### src/rtl/dbt_pkg.sv
package dbt_pkg;

   typedef enum logic [1:0] {
      STEP_INC = 2'b00,
      STEP_DEC = 2'b01,
      STEP_FIX = 2'b10,
      STEP_RSV = 2'b11
   } step_e;

   function automatic int cap_max4(input int a, input int b, input int c, input int d);
      int m;
      m = a;
      if (b > m) m = b;
      if (c > m) m = c;
      if (d > m) m = d;
      return m;
   endfunction

endpackage

### src/rtl/dbt_burst_track.sv
module dbt_burst_track #(
   parameter int WR16_CAP   = 120,
   parameter int WR32_CAP   = 80,
   parameter int RD32_CAP   = 118,
   parameter int RD16_CAP   = 119,
   parameter int RD16_TAIL  = 2,
   parameter bit RD16_SPLIT = 1'b1
) (
   input  logic clk_i,
   input  logic rst_ni,
   input  logic restart_i,
   input  logic adv_i,
   input  logic brk_i,
   input  logic wide_i,
   input  logic rd_i,
   output logic first_o
);
   localparam int MAXCAP = dbt_pkg::cap_max4(WR16_CAP, WR32_CAP, RD32_CAP, RD16_CAP);
   localparam int CNT_W  = $clog2(MAXCAP + 1);

   logic [CNT_W-1:0] cnt_q, eff_cnt, cnt_nxt, cap, rd16_cap;
   logic [1:0]       ph_q, eff_ph, ph_nxt;
   logic             burst_end;

   assign eff_cnt = restart_i ? '0 : cnt_q;
   assign eff_ph  = restart_i ? 2'd0 : ph_q;

   generate
      if (RD16_SPLIT) begin : g_split
         assign rd16_cap = (eff_ph == 2'd2) ? CNT_W'(RD16_TAIL) : CNT_W'(RD16_CAP);
      end else begin : g_flat
         assign rd16_cap = CNT_W'(RD16_CAP);
      end
   endgenerate

   always_comb begin
      if (rd_i) cap = wide_i ? CNT_W'(RD32_CAP) : rd16_cap;
      else      cap = wide_i ? CNT_W'(WR32_CAP) : CNT_W'(WR16_CAP);
   end

   assign cnt_nxt   = eff_cnt + 1'b1;
   assign burst_end = (cnt_nxt == cap);
   assign ph_nxt    = (eff_ph == 2'd2) ? 2'd0 : eff_ph + 2'd1;
   assign first_o   = (eff_cnt == '0);

   always_ff @(posedge clk_i or negedge rst_ni) begin
      if (!rst_ni) begin
         cnt_q <= '0;
         ph_q  <= 2'd0;
      end else if (adv_i) begin
         cnt_q <= burst_end ? '0 : cnt_nxt;
         ph_q  <= (burst_end && rd_i && !wide_i) ? ph_nxt : eff_ph;
      end else if (brk_i || restart_i) begin
         cnt_q <= '0;
         ph_q  <= 2'd0;
      end
   end

endmodule

### src/rtl/dbt_cost_calc.sv
module dbt_cost_calc #(
   parameter int CW    = 5,
   parameter int OFS_W = 4
) (
   input  logic             wide_i,
   input  logic             src_main_i,
   input  logic             dst_main_i,
   input  logic [1:0]       step_i,
   input  logic [OFS_W-1:0] hw_ofs_i,
   input  logic             burst_head_i,
   input  logic [CW-1:0]    main_nseq_i,
   input  logic [CW-1:0]    main_seq_i,
   input  logic [CW-1:0]    oth_cost_i,
   output logic             seq_ok_o,
   output logic             nonseq_o,
   output logic [CW:0]      cost_o
);
   import dbt_pkg::*;

   logic          inc, same_rgn, main_ns, blk_end, disc;
   logic [CW:0]   mn, ms, oc, rd_c, wr_c;

   assign inc      = (step_e'(step_i) == STEP_INC);
   assign same_rgn = src_main_i && dst_main_i;
   assign seq_ok_o = inc && (src_main_i ^ dst_main_i);
   assign main_ns  = same_rgn || !inc || burst_head_i;
   assign blk_end  = wide_i ? (&hw_ofs_i[OFS_W-1:1]) : (&hw_ofs_i);
   assign disc     = !inc && blk_end;

   assign mn = {1'b0, main_nseq_i};
   assign ms = {1'b0, main_seq_i};
   assign oc = {1'b0, oth_cost_i};

   always_comb begin
      if (!src_main_i)    rd_c = oc;
      else if (same_rgn)  rd_c = mn;
      else if (main_ns)   rd_c = mn - (CW+1)'(1) - (disc ? (CW+1)'(1) : (CW+1)'(0));
      else                rd_c = ms;

      if (!dst_main_i)    wr_c = oc;
      else if (main_ns)   wr_c = mn;
      else                wr_c = ms;
   end

   assign cost_o   = rd_c + wr_c;
   assign nonseq_o = (src_main_i || dst_main_i) && main_ns;

endmodule

### src/rtl/dma_burst_timer.sv
module dma_burst_timer #(
   parameter int CW        = 5,
   parameter int TOT_W     = 24,
   parameter int BLK_BYTES = 32,
   parameter int WR16_CAP  = 120,
   parameter int WR32_CAP  = 80,
   parameter int RD32_CAP  = 118,
   parameter int RD16_CAP  = 119,
   parameter int RD16_TAIL = 2,
   parameter bit RD16_SPLIT = 1'b1,
   localparam int OFS_W    = $clog2(BLK_BYTES) - 1
) (
   input  logic             clk_i,
   input  logic             rst_ni,
   input  logic             xfer_start_i,
   input  logic             unit_vld_i,
   input  logic             wide_i,
   input  logic             src_main_i,
   input  logic             dst_main_i,
   input  logic [1:0]       step_i,
   input  logic [OFS_W-1:0] hw_ofs_i,
   input  logic [CW-1:0]    main_nseq_i,
   input  logic [CW-1:0]    main_seq_i,
   input  logic [CW-1:0]    oth_cost_i,
   output logic             cost_vld_o,
   output logic [CW:0]      cost_o,
   output logic             burst_first_o,
   output logic [TOT_W-1:0] total_o
);

   initial begin
      assert (CW >= 2) else $error("dma_burst_timer: CW too small");
      assert (TOT_W > CW) else $error("dma_burst_timer: TOT_W must exceed CW");
      assert (BLK_BYTES >= 8 && (BLK_BYTES & (BLK_BYTES - 1)) == 0)
         else $error("dma_burst_timer: BLK_BYTES must be a power of two >= 8");
      assert (WR16_CAP > 1 && WR32_CAP > 1 && RD32_CAP > 1 && RD16_CAP > 1 && RD16_TAIL > 0)
         else $error("dma_burst_timer: burst caps out of range");
   end

   logic             head, seq_ok, nonseq;
   logic [CW:0]      unit_cost;
   logic             vld_q, first_q;
   logic [CW:0]      cost_q;
   logic [TOT_W-1:0] tot_q;

   dbt_burst_track #(
      .WR16_CAP  (WR16_CAP),
      .WR32_CAP  (WR32_CAP),
      .RD32_CAP  (RD32_CAP),
      .RD16_CAP  (RD16_CAP),
      .RD16_TAIL (RD16_TAIL),
      .RD16_SPLIT(RD16_SPLIT)
   ) trk_i (
      .clk_i    (clk_i),
      .rst_ni   (rst_ni),
      .restart_i(xfer_start_i),
      .adv_i    (unit_vld_i && seq_ok),
      .brk_i    (unit_vld_i && !seq_ok),
      .wide_i   (wide_i),
      .rd_i     (src_main_i),
      .first_o  (head)
   );

   dbt_cost_calc #(
      .CW   (CW),
      .OFS_W(OFS_W)
   ) calc_i (
      .wide_i      (wide_i),
      .src_main_i  (src_main_i),
      .dst_main_i  (dst_main_i),
      .step_i      (step_i),
      .hw_ofs_i    (hw_ofs_i),
      .burst_head_i(head),
      .main_nseq_i (main_nseq_i),
      .main_seq_i  (main_seq_i),
      .oth_cost_i  (oth_cost_i),
      .seq_ok_o    (seq_ok),
      .nonseq_o    (nonseq),
      .cost_o      (unit_cost)
   );

   always_ff @(posedge clk_i or negedge rst_ni) begin
      if (!rst_ni) begin
         vld_q   <= 1'b0;
         first_q <= 1'b0;
         cost_q  <= '0;
         tot_q   <= '0;
      end else begin
         vld_q <= unit_vld_i;
         if (unit_vld_i) begin
            first_q <= nonseq;
            cost_q  <= unit_cost;
            tot_q   <= (xfer_start_i ? '0 : tot_q) + TOT_W'(unit_cost);
         end else if (xfer_start_i) begin
            tot_q <= '0;
         end
      end
   end

   assign cost_vld_o    = vld_q;
   assign cost_o        = cost_q;
   assign burst_first_o = first_q;
   assign total_o       = tot_q;

endmodule

### config.mk
export PLATFORM = sky130hd
export DESIGN_NAME = dma_burst_timer
export DESIGN_NICKNAME = d
export VERILOG_FILES = /design/src/rtl/dbt_pkg.sv /design/src/rtl/dbt_burst_track.sv /design/src/rtl/dbt_cost_calc.sv /design/src/rtl/dma_burst_timer.sv
export SDC_FILE = /design/constraint.sdc
export NUM_CORES = 1
export LEC_CHECK = 0
export CORE_UTILIZATION = 40
export CTS_CLUSTER_DIAMETER = 40
export DETAILED_ROUTE_END_ITERATION = 16
export PLACE_DENSITY_LB_ADDON = 0.12
export SYNTH_ARGS = -nofsm -noshare
export SYNTH_HDL_FRONTEND = slang
export SYNTH_SLANG_ARGS = --single-unit
### constraint.sdc
create_clock -name clk_i -period 5.6 [get_ports clk_i]
set_clock_uncertainty 0.1 [all_clocks]
set_input_delay 1.4 -clock clk_i [delete_from_list [all_inputs] [get_ports clk_i]]
set_output_delay 1.4 -clock clk_i [all_outputs]
set_load 0.1 [all_outputs]
* Yosys cells after proc, flatten, opt, wreduce, memory -nomap -nowiden
Index checks and enable logic that the tools add are counted.
** Word-level totals
- Input bits :: 28
- Output and inout port bits :: 32
- Word-level logic and storage cells :: 57
- Register bits :: 41
** Cells by class
- Muxes and demuxes :: 22
- Eq/ne operators :: 2
- Bitwise gates (word level) :: 1
- Reductions and logical operators :: 20
- Add/sub/neg operators :: 6
** Operator list (count)
- $mux W7 :: 7
- $mux W24 :: 2
- $mux W6 :: 5
- $add A24 B6 Y24 :: 1
- $mux W2 :: 5
- $logic_and A1 B1 Y1 :: 8
- $add A7 B1 Y7 const B :: 1
- $eq A7 B7 Y1 :: 1
- $logic_not A7 Y1 :: 1
- $add A6 B6 Y6 :: 1
- $sub A5 B1 Y6 const B :: 1
- $sub A6 B6 Y6 :: 1
- $mux W5 :: 1
- $logic_or A1 B1 Y1 :: 4
- $reduce_and A4 Y1 :: 1
- $logic_not A1 Y1 :: 3
- $reduce_and A3 Y1 :: 1
- $add A2 B1 Y2 const B :: 1
- $eq A2 B2 Y1 const B :: 1
- $logic_not A2 Y1 :: 1
- $mux W1 :: 2
- $reduce_bool A2 Y1 :: 1
- $xor A1 B1 Y1 :: 1

* Longest topological paths before layout
Gate-level depths: netlist (run 1).
- Depth after elaboration :: 11
- Mapped depth :: 23
- Mapped depth without buffers :: 20

* Modules after synthesis
Synthesis (run 1) repeated with hierarchy kept, for this count alone.
** Second synthesis, totals
- Cells, all modules :: 329
- Area, all modules :: 3108.0 um^2
** By module, submodules not included
- dma_burst_timer :: cells an instance 157, seq. area each 800.8 um^2, area an instance 1720.4 um^2, times used 1
- dbt_burst_track :: cells an instance 86, seq. area each 225.2 um^2, area an instance 769.5 um^2, times used 1
- dbt_cost_calc :: cells an instance 86, seq. area each 0.0 um^2, area an instance 618.1 um^2, times used 1

* Least setup slack after synthesis (run 1)
OpenSTA, ideal clock, no wires.
- Kind :: input to register
- Start point :: in xfer_start_i
- End point :: reg tot_q[18] (netlist: total_o[18])
- Setup time :: 0.114 ns
- Arrival :: 5.318 ns
- Stages :: 21
- Slack :: 0.068 ns
- Buffers on the path :: 3
- Data required time :: 5.386 ns
- Cells stage by stage :: buf_6 -> inv_1 -> nand2_1 -> ha_1 -> a211o_1 -> buf_2 -> nor2_2 -> mux2i_1 -> a21oi_1 -> ha_1 -> inv_1 -> fa_1 -> inv_1 -> fa_1 -> a21o_1 -> a21oi_1 -> o21bai_1 -> a21oi_1 -> clkbuf_1 -> o311ai_0 -> o41ai_1
** On the way
- Longest elaborated chain between the ends :: 9
- Elaborated cells between the ends (all ways) :: 12
- Those cells by class :: 2 x add/sub; 8 x mux; 2 x reduce/logical
** Ends and longest elaborated chain
- start, declared :: line dma_burst_timer.sv:15 : input logic xfer_start_i,
- $mux W7 (*) :: line dbt_burst_track.sv:25 : assign eff_cnt = restart_i ? '0 : cnt_q;
- $logic_not A7 Y1 (*) :: line dbt_burst_track.sv:44 : assign first_o = (eff_cnt == '0);
- $logic_or A1 B1 Y1 (*) :: line dbt_cost_calc.sv:26 : assign main_ns = same_rgn || !inc || burst_head_i;
- $mux W6 :: line dbt_cost_calc.sv:37 : else if (main_ns) rd_c = mn - (CW+1)'(1) - (disc ? (CW+1)'(1) : (CW+1)'(0));
- $mux W6 :: line dbt_cost_calc.sv:36 : else if (same_rgn) rd_c = mn;
- $mux W6 :: line dbt_cost_calc.sv:35 : if (!src_main_i) rd_c = oc;
- $add A6 B6 Y6 (*) :: line dbt_cost_calc.sv:45 : assign cost_o = rd_c + wr_c;
- via calc_i.cost_o[1] :: line dbt_cost_calc.sv:16 : output logic [CW:0] cost_o
- $add A24 B6 Y24 (*) :: line dma_burst_timer.sv:93 : tot_q <= (xfer_start_i ? '0 : tot_q) + TOT_W'(unit_cost);
- $mux W24 (*) :: line dma_burst_timer.sv:90 : if (unit_vld_i) begin
- end signal, assigned :: line dma_burst_timer.sv:93
- end, declared :: line dma_burst_timer.sv:44 : logic [TOT_W-1:0] tot_q;
Mark *: on every way through the listed nets, which the timed path passes. The rest lies on a longest branch.
A chain may end at the register's enable or synchronous reset.

* Worst setup path in the final report (run 1)
- Start point :: in step_i[0]
- End point :: reg tot_q[15] (netlist: total_o[15])
** On the way
- Longest elaborated chain between the ends :: 11
- Elaborated cells between the ends (all ways) :: 15
- Those cells by class :: 3 x add/sub; 7 x mux; 5 x reduce/logical
** Ends and longest elaborated chain
- start, declared :: line dma_burst_timer.sv:20 : input logic [1:0] step_i,
- $logic_not A2 Y1 (*) :: line dbt_cost_calc.sv:23 : assign inc = (step_e'(step_i) == STEP_INC);
- $logic_not A1 Y1 (*) :: line dbt_cost_calc.sv:26, dbt_cost_calc.sv:28
- $logic_and A1 B1 Y1 :: line dbt_cost_calc.sv:28 : assign disc = !inc && blk_end;
- $mux W1 :: line dbt_cost_calc.sv:37
- $sub A6 B6 Y6 :: line dbt_cost_calc.sv:37
- $mux W6 :: line dbt_cost_calc.sv:37
- $mux W6 :: line dbt_cost_calc.sv:36
- $mux W6 :: line dbt_cost_calc.sv:35
- $add A6 B6 Y6 (*) :: line dbt_cost_calc.sv:45
- via calc_i.cost_o[5] :: line dbt_cost_calc.sv:16
- $add A24 B6 Y24 (*) :: line dma_burst_timer.sv:93
- $mux W24 (*) :: line dma_burst_timer.sv:90
Marks and branches as above.

==> flow_summary.ini, run 1 <==
[status]
status = completed

[final_layout]
layout-drive-gt1-share_pct = 18.35
fill_cells = 690
finalInstanceArea_um2 = 4159
area_growth_pct = 32.69
diodes = 0
num-nets-final = 483

[power]
ir_worst_vdd_mv = 0.3531
p_per_area_nw_per_um2 = 302.7
p_leak_nw = 1.737

[die]
die_x_um = 90.52
coreArea_um2 = 7408
die_h_um = 90.52
dieArea_um2 = 8194
rows = 31
num_io_pins = 60
initial_utilization_pct = 42.31

[synthesis]
synth_ff_type = dfrtp_1
yosysMostFrequentCell = dfrtp_1
ys_seq_elements = 41
yosysSeqAreaShare_pct = 32.73
yosys.cell_types.count = 53
yosysTopAreaCell = dfrtp_1
async_flop_share_pct = 100.0
yosysTopAreaCellShare_pct = 32.73
syn_inst = 352
yosysWarnings = 0
postSynthAreaPerCell_um2 = 8.904
synthesis.area_um2 = 3134
synth_commonest_cells = 41 x dfrtp_1, 31 x a21oi_1, 25 x inv_1
yosys-top-cells-area = dfrtp_1 33%, ha_1 7.2%, mux2_2 5.7%, a21oi_1 5.0%, mux2i_1 3.5%
synth-edff-count = 0
syn-num-nets = 400

[route]
wl_per_cell_um = 14.38
drt_iter0_markers = 94
wl_met2_mm = 3.702
drtPass1Iterations = 4
ant_nets = 0
routed_wl_mm = 7.694
via_per_inst = 5.492
wl_met3_um = 327
route.detailed.drc = 0
vias = 2938
highest_layer = met4
wl_met1_mm = 3.639

[sta]
timing.fmax_mhz = 186.3
worst_slew_pin_slew_ns = 0.9837
setup_viol = 0
setup_slack_ns = 0.2326
hold_viol_final = 0
rsz0062_at_grt = no
finalMaxSlewViolations = 0
relSlewSlack_pct = 34.22
min_period_ns = 5.367
finalCritPeriodShare_pct = 95.85

[worst_hold_path]
hold_depth = 1
hold_path_class = flop to flop

[critical_path]
cp.arrival_ns = 5.48
path_max_fanout = 17
path_class = input port to flop
required_ns = 5.71
reg2reg_depth = 20
cp-start-kind = input port
reg2reg_slack_ns = 1.03
cp-end-kind = flop

[global_routing]
overflow = 0
grt_pass1_vias = 2790
track_usage_pct = 18.98
grt_max_degree = 42
antenna_found_initial = 0
grt_pass1_wl_mm = 12.83

[clocking]
clk_pin_slew_worst_paths_ns = 0.08
cts_max_level = 2
insertion_delay_ns = 0.29
cts_root_buffer = clkbuf_8
tritoncts = built
cts_made_buffers = 5
cts_max_path_buffers = 2
cts.sinks = 41
cts.hold.buffers_added = 0

[placed_design]
dpl_worst_slack_ns = -0.1582
place_area_um2 = 3981
dp_hpwl_mm = 5.542
port_buffers = 59
gp_congestion = 0.7821

[flow_run]
timing.max_cap.violations = 0
flip-flops by register name, indices dropped and copies added (netlist names):
| name | count |
|---|---|
| cost_o | 6 |
| burst_first_o | 1 |
| trk_i.ph_q | 2 |
| trk_i.cnt_q | 7 |
| cost_vld_o | 1 |
| total_o | 24 |
cell type report:
class                      instances  area, µm²  area share [%]
multi-input combinational        269       1977           47.53
sequential                        41       1026           24.67
timing repair buffer              92      833.3           20.04
tap                               99      123.9           2.978
inverter                          26      97.59           2.347
clock buffer                       7      96.34           2.316
clock inverter                     1      5.005          0.1203
report_power, final:
part           switching, mW  internal (mW)
Sequential            0.0246          0.332
Combinational          0.447          0.239
Clock                  0.105          0.112
Total                  0.576          0.682
cells in the final DEF, fill, tap and decap left out, types with 4 or more instances in the layout:
cell type	synthesis	layout
or2_2	4	4
o21ai_0	15	15
a21oi_2	0	6
o221ai_1	4	4
a21o_1	8	8
o31ai_1	11	11
inv_1	25	24
or3_1	6	6
nor2b_1	12	11
nand4_1	7	7
mux2i_1	11	11
dfrtp_1	41	41
clkdlybuf4s50_1	0	57
xnor2_1	11	11
nand3_1	10	10
nor2_1	21	21
nand2b_1	4	4
or4_1	13	13
mux2_2	16	16
buf_4	1	32
clkbuf_8	0	7
ha_1	18	17
a21oi_1	31	25
nand2_1	22	22
nor3_1	5	5
what timing repair did:
action                                  in CTS  in global routing
setup buffers                                0                  2
endpoints found under the setup margin       0                 17
resized for setup                            0                 16
cells by family (layout without fill, tap and decap cells):
logic type / Yosys count / count (layout) / synth area share (%)
xor+xnor: 12 / 12 / 3.353
fa+ha+maj: 20 / 20 / 8.463
flops: 41 / 41 / 32.73
mux: 27 / 27 / 9.262
buf+inv: 42 / 126 / 5.908
simple gates: 116 / 116 / 21.08
compound gates: 94 / 94 / 19.20
stage by stage:
step                util (%)  hold slack (ns)  cells  power, mW  TNS [ns]
finish                 56.14           0.4144    535      1.259         0
global placement       53.74           0.3963    524      1.019   -0.5501
CTS                    55.11           0.4229    532      1.245         0
floorplan                  -           0.4105    352     0.8219         0
global route           56.14           0.4335    535      1.323         0
detailed placement     53.74           0.3987    524      1.024    -1.219
path summary, 6_finish.rpt:
| check | from | to |
|---|---|---|
| max | step_i[0] | total_o[15]$_DFF_PN0_ |
| min | cost_o[4]$_DFFE_PN0P_ | cost_o[4]$_DFFE_PN0P_ |
| max reg2reg | trk_i.cnt_q[2]$_DFFE_PN0P_ | total_o[20]$_DFF_PN0_ |
| min reg2reg | cost_o[4]$_DFFE_PN0P_ | cost_o[4]$_DFFE_PN0P_ |
| max in group asynchronous | rst_ni | total_o[17]$_DFF_PN0_ |
| min in group asynchronous | rst_ni | trk_i.cnt_q[0]$_DFFE_PN0P_ |
worst max-delay path, stage by stage:
cell and delay, ns:
clkdlybuf4s50_1 0.48, nor2_1 0.06, nor2_1 0.09, nand4_1 0.12, ha_1 0.21, inv_1 0.05, ha_1 0.21, and2_1 0.13
o31a_1 0.24, a21oi_1 0.16, ha_1 0.24, a21o_1 0.18, a21oi_2 0.15, o21bai_1 0.08, a21oi_1 0.15, xor2_1 0.25
ha_1 0.25, a21o_1 0.14, a31oi_1 0.04, buf_4 0.19, or4_1 0.48, a21oi_1 0.16
routing by layer:
layer  GRT usage, %  up-vias
met4          3.091        0
met2          33.78       59
met1          24.46     1418
met5              0        -
met3          2.946        2
li1               -     1459
Power figures use the tool's default switching activity.
==> run 2: changes to the inputs <==
Settings changed: GPL_TIMING_DRIVEN set to 0.
Clock period 5.6 ns to 6.2 ns, I/O delays scaled along.
==> flow_summary.ini, run 2 (same netlist as run 1, synthesis figures left out) <==
[final_layout]
area_growth_pct = 29.02
post-route-util_pct = 54.59
finalNonFillerCells = 524
fill_cells = 702
mostFrequentLayoutCells = 57 x clkdlybuf4s50_1, 41 x dfrtp_1, 30 x a21oi_1
diodes = 0
final_common_cell = clkdlybuf4s50_1
largest_register_ffs = 24
num-nets-final = 472
layout-drive-gt1-share_pct = 12.24
finalInstanceArea_um2 = 4044

[global_routing]
grt_busiest_layer = met2
grt_util_met1_pct = 28.21
antenna_found_initial = 0
grt_pass1_wl_mm = 13.81
grt_util_met2_pct = 34.66
overflow = 0
track_usage_pct = 20.71
grt_pass1_vias = 2852
gr-usage-met3_pct = 2.862
grt_max_degree = 26

[critical_path]
path_class = input port to flop
cp-end-kind = flop
path_max_fanout = 10
cp.arrival_ns = 5.98
required_ns = 6.33
cp-start-kind = input port
reg2reg_depth = 18

[clocking]
cts_max_level = 2
cts_made_buffers = 5
tritoncts = built
cts.sinks = 41
cts.hold.buffers_added = 0
cts_root_buffer = clkbuf_8
cts_max_path_buffers = 2
clk_pin_slew_worst_paths_ns = 0.09
insertion_delay_ns = 0.29

[power]
p_leak_nw = 1.645
p_per_area_nw_per_um2 = 279.7
ir_worst_vdd_mv = 0.3381
power.total_mw = 1.131

[placed_design]
gp_congestion = 0.8493
port_buffers = 59
dp_hpwl_mm = 6.138
dp.cells = 511
dpl_worst_slack_ns = -1.166
place_area_um2 = 3864

[worst_hold_path]
hold_path_class = flop to flop
hold_depth = 2

[sta]
setup_tns_ns = 0
rsz0062_at_grt = yes
hold_ws_ns = 0.4006
setup_viol = 0
worst_slew_pin_slew_ns = 0.9932
finalMaxSlewViolations = 0
min_period_ns = 5.853
hold_viol_final = 0
relSlewSlack_pct = 33.58
timing.fmax_mhz = 170.8
finalCritPeriodShare_pct = 94.41
setup_slack_ns = 0.3467

[route]
wl_per_cell_um = 15.38
route.detailed.drc = 0
ant_nets = 0
vias = 2959
drtPass1Iterations = 5
drt_iter0_markers = 120
routed_wl_mm = 8.059
via_per_inst = 5.647

[die]
coreArea_um2 = 7408
rows = 31
die_x_um = 90.52
initial_utilization_pct = 42.31
num_io_pins = 60
die_h_um = 90.52
dieArea_um2 = 8194

[flow_run]
timing.max_cap.violations = 0

[status]
status = completed
[run 2: cell count changes in the layout (fill, tap and decap cells not counted), moves of 2 or more]
cell	previous run	this run
clkbuf_1	0	10
clkbuf_2	0	2
a21oi_1	25	30
buf_4	32	6
a21oi_2	6	1
buf_6	0	3
[run 2: worst max-delay path, stage by stage]
cell and delay, ns:
clkbuf_2 0.17, buf_6 0.19, clkinvlp_4 0.15, nand2_1 0.11, ha_1 0.19, a211o_1 0.29, buf_2 0.21, nor2_4 0.20
mux2i_1 0.24, a21oi_1 0.09, ha_1 0.31, a21o_1 0.18, a21oi_1 0.24, o21bai_1 0.10, a21oi_1 0.17, xor2_1 0.25
ha_2 0.29, a21o_1 0.17, a31oi_4 0.07, buf_4 0.18, or4_1 0.46, a21oi_1 0.15
[run 2: power by group]
part	internal (mW)	switching [mW]
Sequential	0.300	0.0228
Clock	0.131	0.0966
Combinational	0.181	0.399
[run 2: final cells by class]
| class | instances | area [µm²] | share of cell area (%) |
|---|---|---|---|
| Timing Repair Buffer | 65 | 638.1 | 15.78 |
| Multi-Input combinational cell | 269 | 1949 | 48.21 |
| Clock buffer | 7 | 86.33 | 2.135 |
| Clock inverter | 1 | 30.03 | 0.7426 |
| Inverter | 26 | 101.3 | 2.506 |
| Tap cell | 99 | 123.9 | 3.063 |
| Buffer | 16 | 88.84 | 2.197 |
| Sequential cell | 41 | 1026 | 25.37 |
[run 2: path summary, 6_finish.rpt]
path	start	to	slack, ns
min in group asynchronous	rst_ni	trk_i.cnt_q[0]$_DFFE_PN0P_	1.08
min reg2reg	burst_first_o$_DFFE_PN0P_	burst_first_o$_DFFE_PN0P_	0.40
max reg2reg	trk_i.cnt_q[2]$_DFFE_PN0P_	total_o[23]$_DFF_PN0_	1.33
max	xfer_start_i	total_o[23]$_DFF_PN0_	0.35
max in group asynchronous	rst_ni	total_o[14]$_DFF_PN0_	4.43
min	burst_first_o$_DFFE_PN0P_	burst_first_o$_DFFE_PN0P_	0.40
[run 2: layer usage]
layer	vias to the layer above	wire [µm]
li1	1445	-
met1	1444	3774
met2	66	3934
met3	4	307
met4	0	42
met5	-	0
[run 2: timing repair]
item	CTS	global route
setup endpoints to repair	19	18
pin swaps	2	0
buffers inserted	4	1
resized for setup	6	4
